## config.mk

```make
export PLATFORM = sky130hd
export DESIGN_NAME = eth_tx_phy_if
export DESIGN_NICKNAME = d
export VERILOG_FILES = /design/src/rtl/txphy_pkg.sv /design/src/rtl/txphy_ctrl.sv /design/src/rtl/txphy_ser.sv /design/src/rtl/eth_tx_phy_if.sv
export SDC_FILE = /design/constraint.sdc
export NUM_CORES = 1
export LEC_CHECK = 0
export ABC_AREA = 1
export CORE_ASPECT_RATIO = 0.8
export CORE_MARGIN = 1.5
export CORE_UTILIZATION = 45
export DETAILED_ROUTE_END_ITERATION = 7
export PLACE_DENSITY = 0.67
export RECOVER_POWER = 50
export SLEW_MARGIN = 20
export SYNTH_ARGS = -nofsm -noshare
export SYNTH_HDL_FRONTEND = slang
export SYNTH_SLANG_ARGS = --single-unit
```

## constraint.sdc

```tcl
create_clock -name tx_clk -period 2.9 [get_ports tx_clk]
set_input_delay 0.58 -clock tx_clk [delete_from_list [all_inputs] [get_ports tx_clk]]
set_output_delay 0.58 -clock tx_clk [all_outputs]
set_load 0.02 [all_outputs]
```

## src/rtl/txphy_pkg.sv

```systemverilog
package txphy_pkg;
  typedef enum logic [1:0] {
    PH_IDLE = 2'd0,
    PH_PRE  = 2'd1,
    PH_DATA = 2'd2
  } phase_e;

  localparam logic [7:0] PRE_OCTET = 8'h55;
  localparam logic [7:0] SFD_OCTET = 8'hD5;
  localparam logic [7:0] PAD_OCTET = 8'h00;
endpackage

```

## src/rtl/txphy_ctrl.sv

```systemverilog
module txphy_ctrl
  import txphy_pkg::*;
#(
  parameter int PRE_LEN = 7,
  parameter int BYTE_W  = 8
) (
  input  logic              clk,
  input  logic              rst_n,
  input  logic              cfg_nibble,
  input  logic              in_valid,
  input  logic [BYTE_W-1:0] in_data,
  input  logic              in_err,
  input  logic              in_last,
  input  logic              byte_done,
  input  logic              cur_last,
  output logic              in_ready,
  output logic              mode_nib,
  output logic              underrun,
  output logic              start,
  output logic              emit,
  output logic              ld_en,
  output logic [BYTE_W-1:0] ld_byte,
  output logic              ld_err,
  output logic              ld_last
);
  localparam int CW = $clog2(PRE_LEN + 1);

  phase_e         ph_q, ph_d;
  logic [CW-1:0]  cnt_q, cnt_d;
  logic           mode_q, mode_d;
  logic           under_q, under_d;
  logic           need_pay;
  logic           pre_slot;

  assign mode_nib = mode_q;
  assign underrun = under_q;
  assign start    = (ph_q == PH_IDLE) && in_valid;
  assign emit     = (ph_q != PH_IDLE);
  assign pre_slot = (ph_q == PH_PRE) && (cnt_q != CW'(PRE_LEN));
  assign need_pay = byte_done && !pre_slot && !((ph_q == PH_DATA) && cur_last);
  assign in_ready = need_pay;

  always_comb begin
    ld_en   = byte_done && !((ph_q == PH_DATA) && cur_last);
    ld_byte = PRE_OCTET;
    ld_err  = 1'b0;
    ld_last = 1'b0;
    if (pre_slot) begin
      ld_byte = (cnt_q == CW'(PRE_LEN - 1)) ? SFD_OCTET : PRE_OCTET;
    end else if (in_valid) begin
      ld_byte = in_data;
      ld_err  = in_err | under_q;
      ld_last = in_last;
    end else begin
      ld_byte = PAD_OCTET;
      ld_err  = 1'b1;
    end
  end

  always_comb begin
    ph_d    = ph_q;
    cnt_d   = cnt_q;
    mode_d  = mode_q;
    under_d = under_q;
    unique case (ph_q)
      PH_IDLE: begin
        if (start) begin
          ph_d    = PH_PRE;
          cnt_d   = '0;
          mode_d  = cfg_nibble;
          under_d = 1'b0;
        end
      end
      PH_PRE: begin
        if (byte_done) begin
          if (pre_slot) cnt_d = cnt_q + CW'(1);
          else          ph_d  = PH_DATA;
        end
      end
      PH_DATA: begin
        if (byte_done && cur_last) ph_d = PH_IDLE;
      end
      default: ph_d = PH_IDLE;
    endcase
    if (need_pay && !in_valid) under_d = 1'b1;
  end

  always_ff @(posedge clk or negedge rst_n) begin
    if (!rst_n) begin
      ph_q    <= PH_IDLE;
      cnt_q   <= '0;
      mode_q  <= 1'b1;
      under_q <= 1'b0;
    end else begin
      ph_q    <= ph_d;
      cnt_q   <= cnt_d;
      mode_q  <= mode_d;
      under_q <= under_d;
    end
  end
endmodule

```

## src/rtl/txphy_ser.sv

```systemverilog
module txphy_ser
  import txphy_pkg::*;
#(
  parameter int BYTE_W = 8,
  parameter int NIB_W  = 4
) (
  input  logic              clk,
  input  logic              rst_n,
  input  logic              mode_nib,
  input  logic              start,
  input  logic              emit,
  input  logic              ld_en,
  input  logic [BYTE_W-1:0] ld_byte,
  input  logic              ld_err,
  input  logic              ld_last,
  output logic              byte_done,
  output logic              cur_last,
  output logic              tx_en,
  output logic [NIB_W-1:0]  tx_dat,
  output logic              tx_err
);
  localparam int PW      = $clog2(BYTE_W);
  localparam int NIB_PER = BYTE_W / NIB_W;

  logic [BYTE_W-1:0] byte_q, byte_d;
  logic              berr_q, berr_d;
  logic              blast_q, blast_d;
  logic [PW-1:0]     pos_q, pos_d;
  logic [PW-1:0]     last_pos;
  logic              en_q, en_d;
  logic [NIB_W-1:0]  dat_q, dat_d;
  logic              err_q, err_d;
  logic [BYTE_W-1:0] shifted;
  logic [NIB_W-1:0]  sym;
  int unsigned       shamt;

  assign last_pos  = mode_nib ? PW'(NIB_PER - 1) : PW'(BYTE_W - 1);
  assign byte_done = emit && (pos_q == last_pos);
  assign cur_last  = blast_q;

  always_comb begin
    shamt   = mode_nib ? (32'(pos_q) * NIB_W) : 32'(pos_q);
    shifted = byte_q >> shamt;
    if (mode_nib) sym = shifted[NIB_W-1:0];
    else          sym = {{(NIB_W-1){1'b0}}, shifted[0]};
  end

  always_comb begin
    byte_d  = byte_q;
    berr_d  = berr_q;
    blast_d = blast_q;
    pos_d   = pos_q;
    en_d    = emit;
    dat_d   = emit ? sym : '0;
    err_d   = emit && berr_q;
    if (start) begin
      byte_d  = PRE_OCTET;
      berr_d  = 1'b0;
      blast_d = 1'b0;
      pos_d   = '0;
    end else if (emit) begin
      if (byte_done) begin
        pos_d = '0;
        if (ld_en) begin
          byte_d  = ld_byte;
          berr_d  = ld_err;
          blast_d = ld_last;
        end
      end else begin
        pos_d = pos_q + PW'(1);
      end
    end
  end

  always_ff @(posedge clk or negedge rst_n) begin
    if (!rst_n) begin
      byte_q  <= '0;
      berr_q  <= 1'b0;
      blast_q <= 1'b0;
      pos_q   <= '0;
      en_q    <= 1'b0;
      dat_q   <= '0;
      err_q   <= 1'b0;
    end else begin
      byte_q  <= byte_d;
      berr_q  <= berr_d;
      blast_q <= blast_d;
      pos_q   <= pos_d;
      en_q    <= en_d;
      dat_q   <= dat_d;
      err_q   <= err_d;
    end
  end

  assign tx_en  = en_q;
  assign tx_dat = dat_q;
  assign tx_err = err_q;
endmodule

```

## src/rtl/eth_tx_phy_if.sv

```systemverilog
module eth_tx_phy_if #(
  parameter int PRE_LEN  = 7,
  parameter int BYTE_W   = 8,
  parameter int NIB_W    = 4,
  parameter int SYNC_LEN = 2
) (
  input  logic              tx_clk,
  input  logic              rst_n,
  input  logic              cfg_nibble,
  input  logic              s_valid,
  output logic              s_ready,
  input  logic [BYTE_W-1:0] s_data,
  input  logic              s_last,
  input  logic              s_err,
  output logic              txd_en,
  output logic [NIB_W-1:0]  txd,
  output logic              txd_err
);
  logic [SYNC_LEN-1:0] rst_pipe;
  logic                rst_sync_n;
  logic                mode_nib;
  logic                underrun;
  logic                start;
  logic                emit;
  logic                ld_en;
  logic [BYTE_W-1:0]   ld_byte;
  logic                ld_err;
  logic                ld_last;
  logic                byte_done;
  logic                cur_last;

  generate
    if (SYNC_LEN == 1) begin : g_sync1
      always_ff @(posedge tx_clk or negedge rst_n) begin
        if (!rst_n) rst_pipe <= '0;
        else        rst_pipe <= 1'b1;
      end
    end else begin : g_syncn
      always_ff @(posedge tx_clk or negedge rst_n) begin
        if (!rst_n) rst_pipe <= '0;
        else        rst_pipe <= {rst_pipe[SYNC_LEN-2:0], 1'b1};
      end
    end
  endgenerate
  assign rst_sync_n = rst_pipe[SYNC_LEN-1];

  txphy_ctrl #(.PRE_LEN(PRE_LEN), .BYTE_W(BYTE_W)) u_ctrl (
    .clk       (tx_clk),
    .rst_n     (rst_sync_n),
    .cfg_nibble(cfg_nibble),
    .in_valid  (s_valid),
    .in_data   (s_data),
    .in_err    (s_err),
    .in_last   (s_last),
    .byte_done (byte_done),
    .cur_last  (cur_last),
    .in_ready  (s_ready),
    .mode_nib  (mode_nib),
    .underrun  (underrun),
    .start     (start),
    .emit      (emit),
    .ld_en     (ld_en),
    .ld_byte   (ld_byte),
    .ld_err    (ld_err),
    .ld_last   (ld_last)
  );

  txphy_ser #(.BYTE_W(BYTE_W), .NIB_W(NIB_W)) u_ser (
    .clk      (tx_clk),
    .rst_n    (rst_sync_n),
    .mode_nib (mode_nib),
    .start    (start),
    .emit     (emit),
    .ld_en    (ld_en),
    .ld_byte  (ld_byte),
    .ld_err   (ld_err),
    .ld_last  (ld_last),
    .byte_done(byte_done),
    .cur_last (cur_last),
    .tx_en    (txd_en),
    .tx_dat   (txd),
    .tx_err   (txd_err)
  );
endmodule

```

# After elaboration in Yosys (flattened, before gate mapping)
# Index checks and enable logic that the tools add are counted.
[totals] register_bits=28 input_bits=14 output_inout_bits=7 word_cells=90
[op_classes] add_sub_neg=2 n_eq_ne=10 shift=1 mux=38 bitwise=1 reduce_logical=26
[ops] op="$mux 8" n=7
[ops] op="$shr 8x32->4" n=1
[ops] op="$mux 3" n=7
[ops] op="$mux 1" n=15
[ops] op="$reduce_bool 2->1" n=7
[ops] op="$logic_and 1x1->1" n=10
[ops] op="$mux 2" n=4
[ops] op="$mux 4" n=2
[ops] op="$reduce_and 4->1" n=2
[ops] op="$add 3x1->3 const B" n=2
[ops] op="$ne 2x2->1 const B" n=3
[ops] op="$pmux 2 s3" n=1
[ops] op="$pmux 3 s2" n=1
[ops] op="$mux 5" n=1
[ops] op="$ne 2x1->1 const B" n=2
[ops] op="$reduce_and 2->1" n=2
[ops] op="$eq 3x3->1" n=1
[ops] op="$eq 3x3->1 const B" n=1
[ops] op="$logic_not 1->1" n=3
[ops] op="$ne 3x3->1 const B" n=1
[ops] op="$reduce_and 3->1" n=1
[ops] op="$eq 2x1->1 const B" n=1
[ops] op="$eq 2x2->1 const B" n=1
[ops] op="$logic_not 2->1" n=1
[ops] op="$or 1x1->1" n=1

# Longest topological paths before layout
[depth] word_depth=8 ltp_mapped=10 depth_no_buf=10

# Hierarchy
# Synthesis repeated with hierarchy kept, for this count alone.
[hier_totals] cells_unflattened=223 area_unflattened_um2=1631.6
[modules_own_cells] module="txphy_ser" n_inst=1 cells_per_inst=143 area_per_inst_um2=1074.8
[modules_own_cells] module="txphy_ctrl" n_inst=1 cells_per_inst=77 area_per_inst_um2=503.0
[modules_own_cells] module="eth_tx_phy_if" n_inst=1 cells_per_inst=3 area_per_inst_um2=53.8

# Least setup slack after synthesis
# OpenSTA, ideal clock, no wires.
[synth_path] path_kind="register -> output" startpoint="register u_ctrl.mode_q (netlist: u_ctrl.mode_nib)" endpoint="output s_ready" arrival_ns=1.463 t_required_ns=2.320 slack_ns=0.857 stages_incl_launch_ff=8 path_cell_list="dfstp_2 > inv_1 > ha_1 > inv_1 > nand3_2 > nor2_4 > nand2_4 > nor2_8"
[synth_between] elab_chain_len=5
[synth_rtl] element="from (decl)" line_no="txphy_ctrl.sv:30" rtl="logic mode_q, mode_d;"
[synth_rtl] element="from (signal assigned)" line_no="txphy_ctrl.sv:97" rtl="mode_q <= mode_d;"
[synth_rtl] element="$mux 3" line_no="txphy_ser.sv:37" rtl="assign last_pos = mode_nib ? PW'(NIB_PER - 1) : PW'(BYTE_W - 1);"
[synth_rtl] element="$eq 3x3->1" line_no="txphy_ser.sv:38" rtl="assign byte_done = emit && (pos_q == last_pos);"
[synth_rtl] element="$logic_and 1x1->1" line_no="txphy_ser.sv:38"
[synth_rtl] element="$logic_and 1x1->1 (2 in series)" line_no="txphy_ctrl.sv:40" rtl="assign need_pay = byte_done && !pre_slot && !((ph_q == PH_DATA) && cur_last);"
[synth_rtl] element="to (decl)" line_no="eth_tx_phy_if.sv:11" rtl="output logic s_ready,"
# No other way between the ends.

# Final worst setup path
# Same ends and word-level chain as after synthesis.

==> results by group <==
Timing
  • Final min period: 2685 ps
  • Max-slew headroom: 0.3070
  • Worst Skew: just over 5 ps
  • Fin crit share: 0.9257
  • Final Hold Viols: 0
  • Worst Tran Pin Value: 1040 ps
  • Hold Slack: 356.1 ps
  • Max Clk Rate: 372.5 MHz
  • Final WS setup: 215.4 ps
  • Fin Setup TNS: 0 ps
  • Max-slew violations: 0
  • Final setup violation count: 0
  • RSZ-0062 raised after global routing: false

Synth
  • Sequential-to-total area share from yosys stat: 0.4339
  • Yosys top cell by area: dfrtp_1
  • Yosys reg bits: 28
  • Commonest cells post-synth: 57 x nand2_1, 27 x dfrtp_1, 22 x nand3_1, 18 x inv_1, 15 x nor2_1
  • Synth cell types: 25
  • Post-Synthesis Cells: 197
  • Most common cell in the netlist: nand2_1
  • Mapped Avg Cell Area: 8.212 um^2
  • Syn nets: 218
  • Post-synthesis cell area: around 0.0016 mm^2
  • Synth top area share: 0.4176
  • Syn. warnings: 0
  • Number of synthesized flops with an enable pin: 0
  • Top FF cell, synth: dfrtp_1
  • Top post-synthesis cells by area: dfrtp_1 42%, nand2_1 13%, nand3_1 6.8%
  • Post-synthesis async set-or-reset flop share: 1.000

Global routing
  • Largest net degree at the start of global routing: 27
  • First-pass GRT wire length: 5830 um
  • GR Overflow Total: 0
  • Initial antenna violation count: 0
  • Number of global-route vias before repair: about 1300
  • Total GRT Usage: 0.1827

Power and ir drop
  • Comb power frac: 0.544
  • LEAKAGE: 0.9440 nW
  • Seq pwr share: 0.334
  • Power density cells: 1039 mW/mm^2
  • Clk pwr share: 0.122
  • Peak supply drop: about 500 uV
  • Internal power: 1.052 mW
  • Net Sw Power: 923.0 uW
  • Final Power: 1.975 mW
  • Switching share of power: 0.4674

CTS
  • Skew-Pair Late Insertion Delay: 270 ps
  • CTS H-tree lvls: 1
  • Clk slew on worst S/H paths: 100 ps
  • CTS Hold Bufs: 0
  • Num CTS Buffers: 3
  • CTS tree: done
  • Root Driver: clkbuf_8
  • Clk sinks: 28
  • Post-CTS setup buffer count: 0
  • CTS max path bufs: 2

Route
  • Final WL: 3215 um
  • DRT antenna net count: 0
  • DR iter-0 viols: 69
  • DRC: 0
  • Pre-antenna DRT Iters: 4
  • Via Count: 1336
  • Routed vias/inst: 5.099
  • WL per Instance: 12.27 um

Min path
  • Hold Path Origin: rst_pipe[0]
  • Min-Delay Path Class: register to register

Job
  • Maxcap violations: 0

Worst setup path
  • CP Data Arrival Time: 2100 ps
  • CP Capture Type: primary output
  • Cell mode on critical path: inv_1
  • Worst path buffer plus inverter count: 3
  • CP max-delay cell: dfstp_2
  • Reg2reg start: u_ctrl.mode_nib
  • Cell family with most CP delay: flip-flops
  • Kind of start point of the critical path: register
  • Worst Path Class, Setup: register to primary output
  • Worst setup path start: u_ctrl.mode_nib
  • Critical-path cell list: inv_1 -> ha_1 -> inv_1 -> nand3_2 -> nor2_4 -> nand2_4 -> nor2_8 -> dlygate4sd2_1
  • Max stage delay on crit path: 600 ps
  • Worst Path Required: roughly 2300 ps
  • Crit-path max FO: 6

Floorplan
  • Boundary pin count: 21
  • Die area: around 0.004 mm^2
  • Starting density of the core: 0.4726
  • Core ar.: 0.003423 mm^2
  • Die height: 56.63 um
  • Die width: 70.04 um
  • Std cell rows: 19

Placement
  • Placer congestion estimate: slightly above 0.9
  • Input/output buffers: 20
  • Detail Placement HPWL: 2585 um
  • DP Worst Slack: 239.7 ps

Finish
  • # fillers: 327
  • Final Net Count: 242
  • Fraction of layout cells with a size suffix above 1: 0.1409
  • Area growth syn-to-layout: 17.48%
  • Antenna diode count: 0
  • Register area: between 700 and 800 um^2
  • Area of the multi-input gates: 802.0 um^2

Run status
  • Outcome: complete, no violations
==> registers in the layout, summed over array words and instances (netlist names) <==
signal	count
rst_pipe	2
u_ctrl.cnt_q	3
u_ctrl.mode_nib	1
u_ctrl.ph_q	2
u_ctrl.underrun	1
u_ser.berr_q	1
u_ser.byte_q	8
u_ser.cur_last	1
u_ser.pos_q	3
u_ser.tx_dat	4
u_ser.tx_en	1
u_ser.tx_err	1
==> per-stage QoR <==
step           area (um^2)  std cells  utilization
2_1_floorplan         1618        197            -
3_3_place_gp          1854        258       0.5417
3_5_place_dp          1854        258       0.5417
4_1_cts               1908        262       0.5574
5_1_grt               1901        262       0.5552
6_report              1901        262       0.5552
==> area by class of cell <==
type                    instances  share of cell area
clock buffers                   4             0.02897
inverters                      22             0.04345
multi-input cells             145              0.4220
flip-flops and latches         28              0.3693
well taps                      42             0.02765
repair buffers                 21              0.1086
==> metal layers <==
metal  share of wire  global-route usage  vias to the layer above
met5               0                   0                        -
met4          0.0040             0.03022                        0
met3           0.043             0.04309                        2
met2            0.47              0.3088                       32
met1            0.48              0.2443                      626
li1                -                   -                      676
==> power by group through the flow <==
stage	clock, mW	sequential, mW	combinational [mW]
after global routing	0.273	0.681	1.22
final	0.241	0.659	1.07
after CTS	0.249	0.666	1.09
after detailed placement	0	0.675	1.09
after floorplan	0	0.679	0.839
after global placement	0	0.664	1.06
==> logic make-up after synthesis <==
kind of cell	share of synthesized area
and+or+nand+nor	0.3534
DFF	0.4339
AOI/OAI and AO/OA	0.09048
buffers and inverters	0.06573
adders and majority gates	0.05414
other	0.002318
==> worst register-to-register path: stages, from the launching register on <==
cell and delay, ps:
dfstp_2 600, inv_1 100, ha_1 300, inv_1 60, nand3_2 120, nor2_4 140, nand2_4 90, nor2_8 80
buf_4 160, nand3_1 90, o21ai_2 60
==> repair_timing <==
item	CTS	global route
endpoints found under the setup margin	1	0
hold endpoints to repair	0	0
resized for setup	1	0
==> final timing paths <==
check | endpoint | slack, ps | cells after the start
setup reg to reg | u_ser.cur_last | 1020 | 10
hold / removal | rst_pipe[1] | 360 | 0
hold reg to reg | rst_pipe[1] | 360 | 0
setup / recovery | s_ready | 220 | 8
max in group asynchronous | u_ser.byte_q[1] | 1830 | 0
min in group asynchronous | u_ser.tx_en | 430 | 0
==> layout by cell type (no fill, tap or decap) <==
| cell | instances |
|---|---|
| dlygate4sd3_1 | 1 |
| nand3_2 | 2 |
| nand2_4 | 3 |
| dlygate4sd2_1 | 1 |
| nor2_2 | 2 |
| o21ai_2 | 4 |
| clkdlybuf4s50_1 | 18 |
| or2_2 | 1 |
| o21ai_1 | 1 |
| a21oi_2 | 3 |
| nand4_1 | 2 |
| nand2_1 | 57 |
| nand3_1 | 22 |
| buf_4 | 1 |
| dfstp_2 | 1 |
| ha_1 | 7 |
| nor2_4 | 5 |
| dfrtp_1 | 27 |
| nand4_2 | 1 |
| conb_1 | 1 |
| clkbuf_8 | 4 |
| or2_1 | 1 |
| inv_1 | 19 |
| nor2_8 | 1 |
| o21ai_0 | 9 |
| a21oi_1 | 7 |
| inv_2 | 3 |
| nor2_1 | 16 |
Power figures use the tool's default switching activity.
